<file path="src/rtl/disc_seq_pkg.sv">
package disc_seq_pkg;
  typedef enum logic [3:0] {
    ST_SLED  = 4'd1,
    ST_LASER = 4'd2,
    ST_FSRCH = 4'd3,
    ST_SPIN  = 4'd4,
    ST_TRACK = 4'd5,
    ST_SPSRV = 4'd6,
    ST_TOC   = 4'd7,
    ST_SEEK  = 4'd8,
    ST_PARK  = 4'd9,
    ST_FAULT = 4'd10
  } step_e;

  typedef enum logic [1:0] {
    LED_OFF  = 2'd0,
    LED_ON   = 2'd1,
    LED_SLOW = 2'd2,
    LED_FAST = 2'd3
  } led_mode_e;
endpackage

</file>
<file path="src/rtl/seq_step_timer.sv">
module seq_step_timer #(
  parameter int TMO_W = 16
) (
  input  logic             clk,
  input  logic             rst_n,
  input  logic             clr_i,
  input  logic             run_i,
  input  logic [TMO_W-1:0] limit_i,
  output logic             expired_o
);
  logic [TMO_W-1:0] cnt_q;
  logic [TMO_W-1:0] cnt_d;
  logic             cnt_en;
  logic             sat;

  assign sat    = &cnt_q;
  assign cnt_en = clr_i | (run_i & ~sat);

  always_comb begin
    if (clr_i) cnt_d = '0;
    else       cnt_d = cnt_q + 1'b1;
  end

  always_ff @(posedge clk or negedge rst_n) begin
    if (!rst_n)      cnt_q <= '0;
    else if (cnt_en) cnt_q <= cnt_d;
  end

  assign expired_o = run_i & (cnt_q >= limit_i);

  // a cleared timer starts the next step from zero
  p_clear_restarts_r8: assert property (@(posedge clk) disable iff (!rst_n)
    $past(clr_i) |-> (cnt_q == '0));
endmodule

</file>
<file path="src/rtl/seq_focus_sweep.sv">
module seq_focus_sweep #(
  parameter int SWEEP_LEN  = 16,
  parameter int MAX_SWEEPS = 3
) (
  input  logic clk,
  input  logic rst_n,
  input  logic clr_i,
  input  logic run_i,
  output logic lens_up_o,
  output logic exhausted_o
);
  localparam int PW = $clog2(SWEEP_LEN);
  localparam int NW = $clog2(MAX_SWEEPS + 1);
  localparam logic [PW-1:0] POS_LAST = PW'(SWEEP_LEN - 1);
  localparam logic [NW-1:0] N_LAST   = NW'(MAX_SWEEPS);

  logic [PW-1:0] pos_q, pos_d;
  logic [NW-1:0] nsw_q, nsw_d;
  logic          sw_en;

  assign exhausted_o = run_i & (nsw_q == N_LAST);
  assign sw_en       = clr_i | (run_i & (nsw_q != N_LAST));

  always_comb begin
    pos_d = pos_q;
    nsw_d = nsw_q;
    if (clr_i) begin
      pos_d = '0;
      nsw_d = '0;
    end else if (pos_q == POS_LAST) begin
      pos_d = '0;
      nsw_d = nsw_q + 1'b1;
    end else begin
      pos_d = pos_q + 1'b1;
    end
  end

  always_ff @(posedge clk or negedge rst_n) begin
    if (!rst_n) begin
      pos_q <= '0;
      nsw_q <= '0;
    end else if (sw_en) begin
      pos_q <= pos_d;
      nsw_q <= nsw_d;
    end
  end

  assign lens_up_o = run_i & (32'(pos_q) < SWEEP_LEN / 2);

  // the sweep count never passes its budget
  p_sweep_bound_r7: assert property (@(posedge clk) disable iff (!rst_n)
    32'(nsw_q) <= MAX_SWEEPS);
  // direction turns down at the middle of a sweep
  p_turn_down_r3: assert property (@(posedge clk) disable iff (!rst_n)
    (run_i && !clr_i && 32'(pos_q) == SWEEP_LEN / 2 - 1 && !exhausted_o)
      |=> (clr_i || !lens_up_o || !run_i));
endmodule

</file>
<file path="src/rtl/seq_led_flicker.sv">
module seq_led_flicker
  import disc_seq_pkg::*;
#(
  parameter int SLOW_LOG2 = 3,
  parameter int FAST_LOG2 = 1
) (
  input  logic      clk,
  input  logic      rst_n,
  input  led_mode_e mode_i,
  output logic      led_o
);
  localparam int CW = SLOW_LOG2 + 1;

  logic [CW-1:0] cnt_q;
  logic          cnt_en;

  assign cnt_en = (mode_i == LED_SLOW) | (mode_i == LED_FAST);

  always_ff @(posedge clk or negedge rst_n) begin
    if (!rst_n)      cnt_q <= '0;
    else if (cnt_en) cnt_q <= cnt_q + 1'b1;
  end

  always_comb begin
    unique case (mode_i)
      LED_SLOW: led_o = cnt_q[SLOW_LOG2];
      LED_FAST: led_o = cnt_q[FAST_LOG2];
      LED_ON:   led_o = 1'b1;
      default:  led_o = 1'b0;
    endcase
  end
endmodule

</file>
<file path="src/rtl/disc_bringup_seq.sv">
module disc_bringup_seq
  import disc_seq_pkg::*;
#(
  parameter int TMO_W      = 16,
  parameter int SWEEP_LEN  = 16,
  parameter int MAX_SWEEPS = 3,
  parameter int SLOW_LOG2  = 3,
  parameter int FAST_LOG2  = 1
) (
  input  logic             clk,
  input  logic             rst_n,
  input  logic             start_i,
  input  logic [TMO_W-1:0] timeout_i,
  input  logic             inner_i,
  input  logic             focus_ok_i,
  input  logic             spin_lock_i,
  input  logic             toc_done_i,
  input  logic             seek_done_i,
  output logic             sled_en_o,
  output logic             laser_en_o,
  output logic             focus_srch_o,
  output logic             lens_up_o,
  output logic             focus_servo_o,
  output logic             spindle_en_o,
  output logic             track_servo_o,
  output logic             spindle_servo_o,
  output logic             led_o,
  output logic             done_o,
  output logic             error_o,
  output logic [3:0]       step_o,
  output logic [3:0]       fail_step_o
);
  step_e     state_q, state_d;
  step_e     fail_q;
  logic      step_chg;
  logic      to_fault;
  logic      fail_en;
  logic      wait_st;
  logic      tmr_exp;
  logic      sw_exh;
  logic      sw_run;
  led_mode_e led_mode;

  assign wait_st = (state_q == ST_SLED) | (state_q == ST_SPSRV) |
                   (state_q == ST_TOC)  | (state_q == ST_SEEK);
  assign sw_run  = (state_q == ST_FSRCH);

  seq_step_timer #(.TMO_W(TMO_W)) u_timer (
    .clk       (clk),
    .rst_n     (rst_n),
    .clr_i     (step_chg),
    .run_i     (wait_st),
    .limit_i   (timeout_i),
    .expired_o (tmr_exp)
  );

  seq_focus_sweep #(.SWEEP_LEN(SWEEP_LEN), .MAX_SWEEPS(MAX_SWEEPS)) u_sweep (
    .clk         (clk),
    .rst_n       (rst_n),
    .clr_i       (step_chg),
    .run_i       (sw_run),
    .lens_up_o   (lens_up_o),
    .exhausted_o (sw_exh)
  );

  // next-step decision
  always_comb begin
    state_d = state_q;
    unique case (state_q)
      ST_SLED:  if (inner_i)          state_d = ST_LASER;
                else if (tmr_exp)     state_d = ST_FAULT;
      ST_LASER:                       state_d = ST_FSRCH;
      ST_FSRCH: if (focus_ok_i)       state_d = ST_SPIN;
                else if (sw_exh)      state_d = ST_FAULT;
      ST_SPIN:                        state_d = ST_TRACK;
      ST_TRACK:                       state_d = ST_SPSRV;
      ST_SPSRV: if (spin_lock_i)      state_d = ST_TOC;
                else if (tmr_exp)     state_d = ST_FAULT;
      ST_TOC:   if (toc_done_i)       state_d = ST_SEEK;
                else if (tmr_exp)     state_d = ST_FAULT;
      ST_SEEK:  if (seek_done_i)      state_d = ST_PARK;
                else if (tmr_exp)     state_d = ST_FAULT;
      default:                        state_d = state_q;
    endcase
    if (start_i) state_d = ST_SLED;
  end

  assign step_chg = start_i | (state_d != state_q);
  assign to_fault = (state_d == ST_FAULT) & (state_q != ST_FAULT);
  assign fail_en  = start_i | to_fault;

  always_ff @(posedge clk or negedge rst_n) begin
    if (!rst_n) state_q <= ST_SLED;
    else        state_q <= state_d;
  end

  always_ff @(posedge clk or negedge rst_n) begin
    if (!rst_n)       fail_q <= step_e'(4'd0);
    else if (fail_en) fail_q <= start_i ? step_e'(4'd0) : state_q;
  end

  // enable decode from the registered step
  always_comb begin
    sled_en_o       = 1'b0;
    laser_en_o      = 1'b0;
    focus_srch_o    = 1'b0;
    focus_servo_o   = 1'b0;
    spindle_en_o    = 1'b0;
    track_servo_o   = 1'b0;
    spindle_servo_o = 1'b0;
    done_o          = 1'b0;
    error_o         = 1'b0;
    led_mode        = LED_SLOW;
    unique case (state_q)
      ST_SLED:  sled_en_o = 1'b1;
      ST_LASER: laser_en_o = 1'b1;
      ST_FSRCH: begin
        laser_en_o   = 1'b1;
        focus_srch_o = 1'b1;
      end
      ST_SPIN: begin
        laser_en_o    = 1'b1;
        focus_servo_o = 1'b1;
        spindle_en_o  = 1'b1;
      end
      ST_TRACK: begin
        laser_en_o    = 1'b1;
        focus_servo_o = 1'b1;
        spindle_en_o  = 1'b1;
        track_servo_o = 1'b1;
      end
      ST_SPSRV, ST_TOC, ST_SEEK, ST_PARK: begin
        laser_en_o      = 1'b1;
        focus_servo_o   = 1'b1;
        spindle_en_o    = 1'b1;
        track_servo_o   = 1'b1;
        spindle_servo_o = 1'b1;
        if (state_q == ST_TOC)  led_mode = LED_FAST;
        if (state_q == ST_PARK) begin
          led_mode = LED_OFF;
          done_o   = 1'b1;
        end
      end
      ST_FAULT: begin
        error_o  = 1'b1;
        led_mode = LED_ON;
      end
      default: led_mode = LED_ON;
    endcase
  end

  seq_led_flicker #(.SLOW_LOG2(SLOW_LOG2), .FAST_LOG2(FAST_LOG2)) u_led (
    .clk    (clk),
    .rst_n  (rst_n),
    .mode_i (led_mode),
    .led_o  (led_o)
  );

  assign step_o      = state_q;
  assign fail_step_o = fail_q;

  // laser comes on only after the inner track was reported
  p_laser_gate_r2: assert property (@(posedge clk) disable iff (!rst_n)
    $rose(laser_en_o) |-> $past(inner_i));
  // focus loop closes only after focus lock was reported
  p_focus_gate_r4: assert property (@(posedge clk) disable iff (!rst_n)
    $rose(focus_servo_o) |-> $past(focus_ok_i));
  // spindle loop only with tracking, rotation and focus closed
  p_loop_order_r5: assert property (@(posedge clk) disable iff (!rst_n)
    spindle_servo_o |-> (track_servo_o && spindle_en_o && focus_servo_o));
  // parked state keeps the loops closed and the LED dark
  p_park_hold_r6: assert property (@(posedge clk) disable iff (!rst_n)
    done_o |-> (spindle_servo_o && !led_o && !error_o));
  // a fault drops every enable
  p_fault_off_r8: assert property (@(posedge clk) disable iff (!rst_n)
    error_o |-> !(sled_en_o | laser_en_o | focus_srch_o | focus_servo_o |
                  spindle_en_o | track_servo_o | spindle_servo_o));
  // the reported step is the one active just before the fault
  p_fault_code_r8: assert property (@(posedge clk) disable iff (!rst_n)
    $rose(error_o) |-> (fail_step_o == $past(step_o)));
  // a start pulse always returns to the sled step
  p_restart_r10: assert property (@(posedge clk) disable iff (!rst_n)
    start_i |=> (sled_en_o && !error_o && !done_o && fail_step_o == 4'd0));
endmodule

</file>
<file path="config.mk">
export PLATFORM = sky130hd
export DESIGN_NAME = disc_bringup_seq
export DESIGN_NICKNAME = d
export VERILOG_FILES = /design/src/rtl/disc_seq_pkg.sv /design/src/rtl/seq_step_timer.sv /design/src/rtl/seq_focus_sweep.sv /design/src/rtl/seq_led_flicker.sv /design/src/rtl/disc_bringup_seq.sv
export SDC_FILE = /design/constraint.sdc
export NUM_CORES = 1
export LEC_CHECK = 0
export BUFFER_PORTS_ARGS = -buffer_cell sky130_fd_sc_hd__clkbuf_2
export CORE_MARGIN = 2
export CORE_UTILIZATION = 51
export CTS_CLUSTER_SIZE = 28
export DETAILED_ROUTE_END_ITERATION = 7
export GPL_TIMING_DRIVEN = 1
export HOLD_SLACK_MARGIN = 0.12
export PLACE_DENSITY = 0.8
export SYNTH_ARGS = -nofsm -noshare
export SYNTH_HDL_FRONTEND = slang
export SYNTH_SLANG_ARGS = --single-unit
</file>
<file path="constraint.sdc">
create_clock -name clk -period 2.87 [get_ports clk]
set_input_delay 0.287 -clock clk [delete_from_list [all_inputs] [get_ports clk]]
set_output_delay 0.287 -clock clk [all_outputs]
set_load 0.03 [all_outputs]
</file>
Word-level counts from Yosys, hierarchy flattened. Cells that the tools add are included. W data, S select, Z words.

Register bits: 34. Bits of input ports: 24. Output and inout bits: 19. Word-level logic and storage cells: 82.

Add/subtract/negate cells: 4. $lt $le $gt $ge: 2. Equality and inequality tests: 19. Mux-type cells: 28. Bitwise gates (word level): 15. Reduce and logical (&&, ||, !) cells: 8.

Operator list (number): $mux W4 (11); $pmux W4 S8 (1); $eq A4 B4 Y1 const B (5); $add A16 B1 Y16 const B (1); $eq A4 B3 Y1 const B (4); $ge A16 B16 Y1 (1); $mux W16 (1); $reduce_and A16 Y1 (1); $mux W1 (10); $reduce_or A5 Y1 (2); $add A4 B1 Y4 const B (2); $eq A4 B2 Y1 const B (2); $or A1 B1 Y1 (8); $reduce_or A8 Y1 (1); $and A1 B1 Y1 (6); $eq A2 B2 Y1 const B (3); $mux W2 (3); $reduce_or A6 Y1 (1); $eq A4 B1 Y1 const B (1); $lt A4 B4 Y1 const B (1); $ne A4 B4 Y1 (1); $ne A4 B4 Y1 const B (1); $pmux W2 S2 (1); $reduce_or A4 Y1 (1); 7 further kinds (7).

Longest topological paths before layout.
Depth in word-level cells: 13. Depth in mapped cells: 10. Depth with buffers taken out: 9.

Modules after synthesis. Synthesis repeated with hierarchy kept, for this count alone.

Cells, all modules: 294. Area, all modules: 2597.5 um^2.

By module, submodules not included: seq_step_timer (instances 1, cells an instance 154, area each 1320.0 um^2, seq. area each 400.4 um^2); disc_bringup_seq (instances 1, cells an instance 91, area each 763.2 um^2, seq. area each 201.4 um^2); seq_focus_sweep (instances 1, cells an instance 33, area each 330.3 um^2, seq. area each 150.1 um^2); seq_led_flicker (instances 1, cells an instance 16, area each 183.9 um^2, seq. area each 100.1 um^2).

Least setup slack after synthesis. OpenSTA, ideal clock, no wires.

Path type: reg2reg. Start: register u_timer.cnt_q[0]. End: register fail_q[1] (netlist: fail_step_o[1]). Library setup time: 0.125 ns. Arrival time: 2.570 ns. Data required time: 2.745 ns. Setup slack: 0.175 ns. Stages on the path, launching flop included: 10. Buffers on the path: 0. Clock period less this slack: 2.695 ns. Path through: dfrtp_1 > inv_1 > ha_1 > nand2b_4 > a2111o_1 > a32oi_2 > a21oi_1 > a221o_1 > o211ai_1 > mux2_2.

Cells in the longest elaborated chain, start to end: 9. Elaborated cells between the ends (all ways): 12. Classes of those cells: order compare (1); eq/ne (1); mux (7); bitwise (3).

Ends and longest elaborated chain: start: declaration (line seq_step_timer.sv:11) `logic [TMO_W-1:0] cnt_q;`; start signal: assignment (line seq_step_timer.sv:26) `else if (cnt_en) cnt_q <= cnt_d;`; $ge A16 B16 Y1 (*) (line seq_step_timer.sv:29) `assign expired_o = run_i & (cnt_q >= limit_i);`; $and A1 B1 Y1 (*) (line seq_step_timer.sv:29); $mux W4 (*); $mux W4 (on tied branches); $pmux W4 S8 (*) (line disc_bringup_seq.sv:69) `unique case (state_q)`; $mux W4 (*) (line disc_bringup_seq.sv:85) `if (start_i) state_d = ST_SLED;`; $eq A4 B4 Y1 (*) (line disc_bringup_seq.sv:89) `assign to_fault = (state_d == ST_FAULT) & (state_q != ST_FAULT);`; $and A1 B1 Y1 (*) (line disc_bringup_seq.sv:89); $or A1 B1 Y1 (*) (line disc_bringup_seq.sv:90) `assign fail_en = start_i | to_fault;`; end signal: assignment (line disc_bringup_seq.sv:98) `if (!rst_n) fail_q <= step_e'(4'd0);`; end signal: assignment (line disc_bringup_seq.sv:99) `else if (fail_en) fail_q <= start_i ? step_e'(4'd0) : state_q;`; end: declaration (line disc_bringup_seq.sv:34) `step_e fail_q;`.

Every way passes the cells marked *; elsewhere a longest branch is shown, timed or not. A chain may end at the register's enable or synchronous reset.

Worst setup path after layout.
Start: register u_timer.cnt_q[0]. End: register fail_q[3] (netlist: fail_step_o[3]).

The elaborated chain is that of the path after synthesis.

==> run summary <==
The flow ran to the end, and the final reports show no timing, DRC or antenna violations. The average instance area after synthesis works out to 8.472 µm². The pin count of the biggest net entering global routing is 35, and the cell count after synthesis is 310. The die is 75.76 µm tall.

The detailed-route vias per instance was 5.630. The sequential-to-total area share from yosys stat was 32.44%; the worst slack at placement was 0.03015 ns. The logs give 0 for the number of max-cap violations and 0.29 ns for the clock insertion delay at the later pin of the skew report. Once detailed placement completed, the half-perimeter wirelength came to 4529 µm. The tools report the arrival time at the worst endpoint as 2.94 ns. Horizontal extent of the die: 75.76 µm. Global routing used 23.29% of the available tracks. Across all layers, the routed design uses 2438 vias. The multi-input combinational cells in the finished layout cover a total of 1622 µm². The number of DRC markers in iteration 0 is 185.

The fraction of final layout cells sized beyond drive strength 1 came out at 22.87%. Measured against its own limit, the worst slew margin works out to 44.09%. Once the floorplan was initialized, standard cells occupied 52.08% of the core. The shortest clock period the worst path allows after layout is 2.761 ns, and the clock skew after layout is 0.008013 ns. The run gives 0.3621 GHz as the highest clock rate. The total number of nets in the final design came out at 406.

The data required time at the worst endpoint was 3.05 ns; the netlist area before placement was 2626 µm². CTS placed an instance of sky130_fd_sc_hd__clkbuf_8 at the clock tree root. The number of global-route vias before repair was 2275; the clock edge transition at the registers on the reported setup and hold paths was 0.07 ns.

The tools report the core outline area as 5042 µm². The worst hold path belongs to the class in -> reg. The number of antenna-violating nets in the routed design came out at 0. The congestion estimate from routability-driven global placement came to 0.9964.

The floorplan has 26 rows. Final clock period utilization by the worst path: 96.22%. The area growth from synthesis to layout is 17.53%.

STA classifies the critical path startpoint as a flop. Setup violations remaining at the end of the flow were counted as 0. After detailed routing, the number of remaining DRC violations is 0. The number of input and output port buffers inserted came out at 42. Across all setup checks in the final design, the least slack found is 0.1085 ns.

The most used flip-flop cell after synthesis is sky130_fd_sc_hd__dfrtp_1. The worst setup path is captured at a flop. Buffers inserted during clock tree synthesis total 5. In this run the static leakage power is 1.465 nW.

TritonCTS built the clock tree. IR analysis of the VDD net gives a maximum drop of 0.5946 mV. For the final count of hold timing violations, the log shows 0.

The first-pass detailed-route iteration total is 5, and the final wirelength is 6189 µm. The tools report the total area of sequential cells as 852.1 µm². For this run, asynchronously set or reset flops after synthesis account for 100.0%.

The tools report the number of buffers on the longest clock path as 2. The number of antenna diodes in the final layout is 0. For this design, the sink count on the clock tree is 34. Initial antenna violation count: 0.

Once layout is complete, the utilization of the core stands at 61.22%. In this run the power density over the cells is 801.8 nW/µm². The first global-routing pass estimated 10150 µm of wire. In this run the worst path has a maximum fanout of 4. Final hold analysis gives a worst-case slack of 0.3306 ns. The die area is 5740 µm². The worst setup path category is reg -> reg. Yosys printed 0 warnings. In the final routed layout, each cell accounts on average for 14.29 µm.

The number of nets in the synthesized netlist is 354. In this run the count of I/O pins placed on the die edge is 43. Yosys mapped a number of flops with a built-in enable equal to 0. The H-tree depth reported by CTS was 2; the final global-route overflow total was 0. The synthesized netlist contains 59 unique library cells. The fill cell instance count of the final layout was 432; the post-synthesis register bit count was 34.

The slew at the pin closest to its max-slew limit was 0.8387 ns. The number of max-slew violations in the final report was 0.
-- kinds of logic after synthesis --
| logic type | Yosys count | share of synthesized area [%] |
|---|---|---|
| simple gates | 116 | 22.11 |
| fa+ha+maj | 20 | 9.528 |
| xor+xnor | 20 | 6.670 |
| compound gates | 71 | 18.58 |
| mux | 8 | 3.192 |
| buf+inv | 41 | 7.479 |
| flops | 34 | 32.44 |
-- cell usage in the layout (no fill, tap or decap), types with 2 or more instances in the layout --
master                     count
sky130_fd_sc_hd__nor3_1        4
sky130_fd_sc_hd__clkbuf_1      2
sky130_fd_sc_hd__a21oi_2       2
sky130_fd_sc_hd__nand3_1       6
sky130_fd_sc_hd__xnor2_1      13
sky130_fd_sc_hd__a211oi_1      2
sky130_fd_sc_hd__or3_1         4
sky130_fd_sc_hd__nand2b_1      6
sky130_fd_sc_hd__xor2_1        7
sky130_fd_sc_hd__a21oi_1      25
sky130_fd_sc_hd__nand2_1      18
sky130_fd_sc_hd__ha_1         19
sky130_fd_sc_hd__nor4_1        3
sky130_fd_sc_hd__and4_1        2
sky130_fd_sc_hd__mux2_2        3
sky130_fd_sc_hd__a21o_2        2
sky130_fd_sc_hd__a221o_1       4
sky130_fd_sc_hd__o22ai_1       4
sky130_fd_sc_hd__and3_1        2
sky130_fd_sc_hd__nand4_1       6
sky130_fd_sc_hd__nor2_1       48
sky130_fd_sc_hd__inv_1        27
sky130_fd_sc_hd__buf_4        16
sky130_fd_sc_hd__dfrtp_1      33
sky130_fd_sc_hd__clkbuf_8      5
sky130_fd_sc_hd__nor2b_1       5
sky130_fd_sc_hd__a31oi_1       2
sky130_fd_sc_hd__mux2i_1       5
sky130_fd_sc_hd__clkbuf_2     42
sky130_fd_sc_hd__o21ai_0      12
sky130_fd_sc_hd__and3b_1       2
-- synth_stat cells (3+ instances only) --
| master | instances | area [µm²] |
|---|---|---|
| sky130_fd_sc_hd__or3_1 | 4 | 25.02 |
| sky130_fd_sc_hd__o21ai_0 | 12 | 60.06 |
| sky130_fd_sc_hd__mux2i_1 | 5 | 50.05 |
| sky130_fd_sc_hd__xnor2_1 | 13 | 113.9 |
| sky130_fd_sc_hd__nor3_1 | 4 | 20.02 |
| sky130_fd_sc_hd__nand2_1 | 18 | 67.56 |
| sky130_fd_sc_hd__nand3_1 | 6 | 30.03 |
| sky130_fd_sc_hd__nor2b_1 | 5 | 31.28 |
| sky130_fd_sc_hd__buf_2 | 7 | 35.03 |
| sky130_fd_sc_hd__mux2_2 | 3 | 33.78 |
| sky130_fd_sc_hd__a221o_1 | 4 | 40.04 |
| sky130_fd_sc_hd__buf_6 | 3 | 33.78 |
| sky130_fd_sc_hd__nor2_1 | 48 | 180.2 |
| sky130_fd_sc_hd__a211oi_1 | 3 | 22.52 |
| sky130_fd_sc_hd__nand4_1 | 6 | 37.54 |
| sky130_fd_sc_hd__dfrtp_1 | 33 | 825.8 |
| sky130_fd_sc_hd__nand2b_1 | 6 | 37.54 |
| sky130_fd_sc_hd__inv_1 | 27 | 101.4 |
| sky130_fd_sc_hd__ha_1 | 20 | 250.2 |
| sky130_fd_sc_hd__o22ai_1 | 4 | 25.02 |
| sky130_fd_sc_hd__a21oi_1 | 26 | 130.1 |
| sky130_fd_sc_hd__xor2_1 | 7 | 61.31 |
| sky130_fd_sc_hd__nor4_1 | 3 | 18.77 |
| sky130_fd_sc_hd__buf_4 | 3 | 22.52 |
-- metal layers --
layer  global-route usage (%)  wire length, µm
met1                    30.82             2842
met2                    39.37             2966
met3                    3.968              298
met4                    6.238               81
met5                        0                0
-- through the flow --
step | cells | power [mW] | setup TNS [ns] | cell area (µm²)
CTS | 430 | 2.412 | 0 | 3020
floorplan | 310 | 1.699 | 0 | 2626
finish | 433 | 2.475 | 0 | 3087
global route | 433 | 2.645 | -0.007308 | 3087
detailed placement | 421 | 2.055 | 0 | 2927
global placement | 421 | 2.032 | 0 | 2927
-- flip-flops by register name, indices dropped and copies added, names as in the netlist --
register,flops
step_o,4
u_led.cnt_q,4
u_sweep.nsw_q,2
u_timer.cnt_q,16
fail_step_o,4
u_sweep.pos_q,4
-- worst max-delay path, cell delays in order, from the launching register on --
cell                       delay, ns
sky130_fd_sc_hd__dfrtp_1        0.38
sky130_fd_sc_hd__inv_1          0.09
sky130_fd_sc_hd__ha_4           0.20
sky130_fd_sc_hd__nand2b_4       0.13
sky130_fd_sc_hd__a2111o_1       0.36
sky130_fd_sc_hd__a32oi_2        0.27
sky130_fd_sc_hd__a21oi_2        0.11
sky130_fd_sc_hd__a221o_1        0.42
sky130_fd_sc_hd__o211ai_1       0.32
sky130_fd_sc_hd__mux2_2         0.38
-- repair_timing --
item,4_1_cts,5_1_grt
endpoints found under the hold margin,28,0
endpoints found under the setup margin,0,25
hold buffers,1,0
buffers inserted,0,3
resized for setup,0,5
-- cell type report --
type / count / share of cell area, %
Clock buffer: 7 / 2.473
Clock inverter: 1 / 0.2432
Inverter: 27 / 3.283
Multi-Input combinational cell: 235 / 52.53
Sequential cell: 34 / 27.60
Tap cell: 70 / 2.837
Timing Repair Buffer: 59 / 11.03
-- final timing paths --
| kind | start | end | slack, ns | depth (start not counted) |
|---|---|---|---|---|
| setup / recovery | u_timer.cnt_q[0] | fail_step_o[3] | 0.11 | 9 |
| hold / removal | start_i | step_o[3] | 0.33 | 2 |
| setup reg to reg | u_timer.cnt_q[0] | fail_step_o[3] | 0.11 | 9 |
| hold reg to reg | u_led.cnt_q[2] | u_led.cnt_q[2] | 0.47 | 1 |
| max in group asynchronous | rst_n | u_led.cnt_q[3] | 1.72 | 2 |
| min in group asynchronous | rst_n | u_timer.cnt_q[7] | 0.62 | 2 |
-- report_power, final --
| group | leakage (nW) | switching, mW | internal (mW) | total [mW] |
|---|---|---|---|---|
| logic | 0.965 | 0.914 | 0.562 | 1.48 |
| clock network | 0.0385 | 0.178 | 0.172 | 0.349 |
| registers | 0.461 | 0.101 | 0.550 | 0.650 |
No activity file was read; power rests on OpenSTA's default activity.
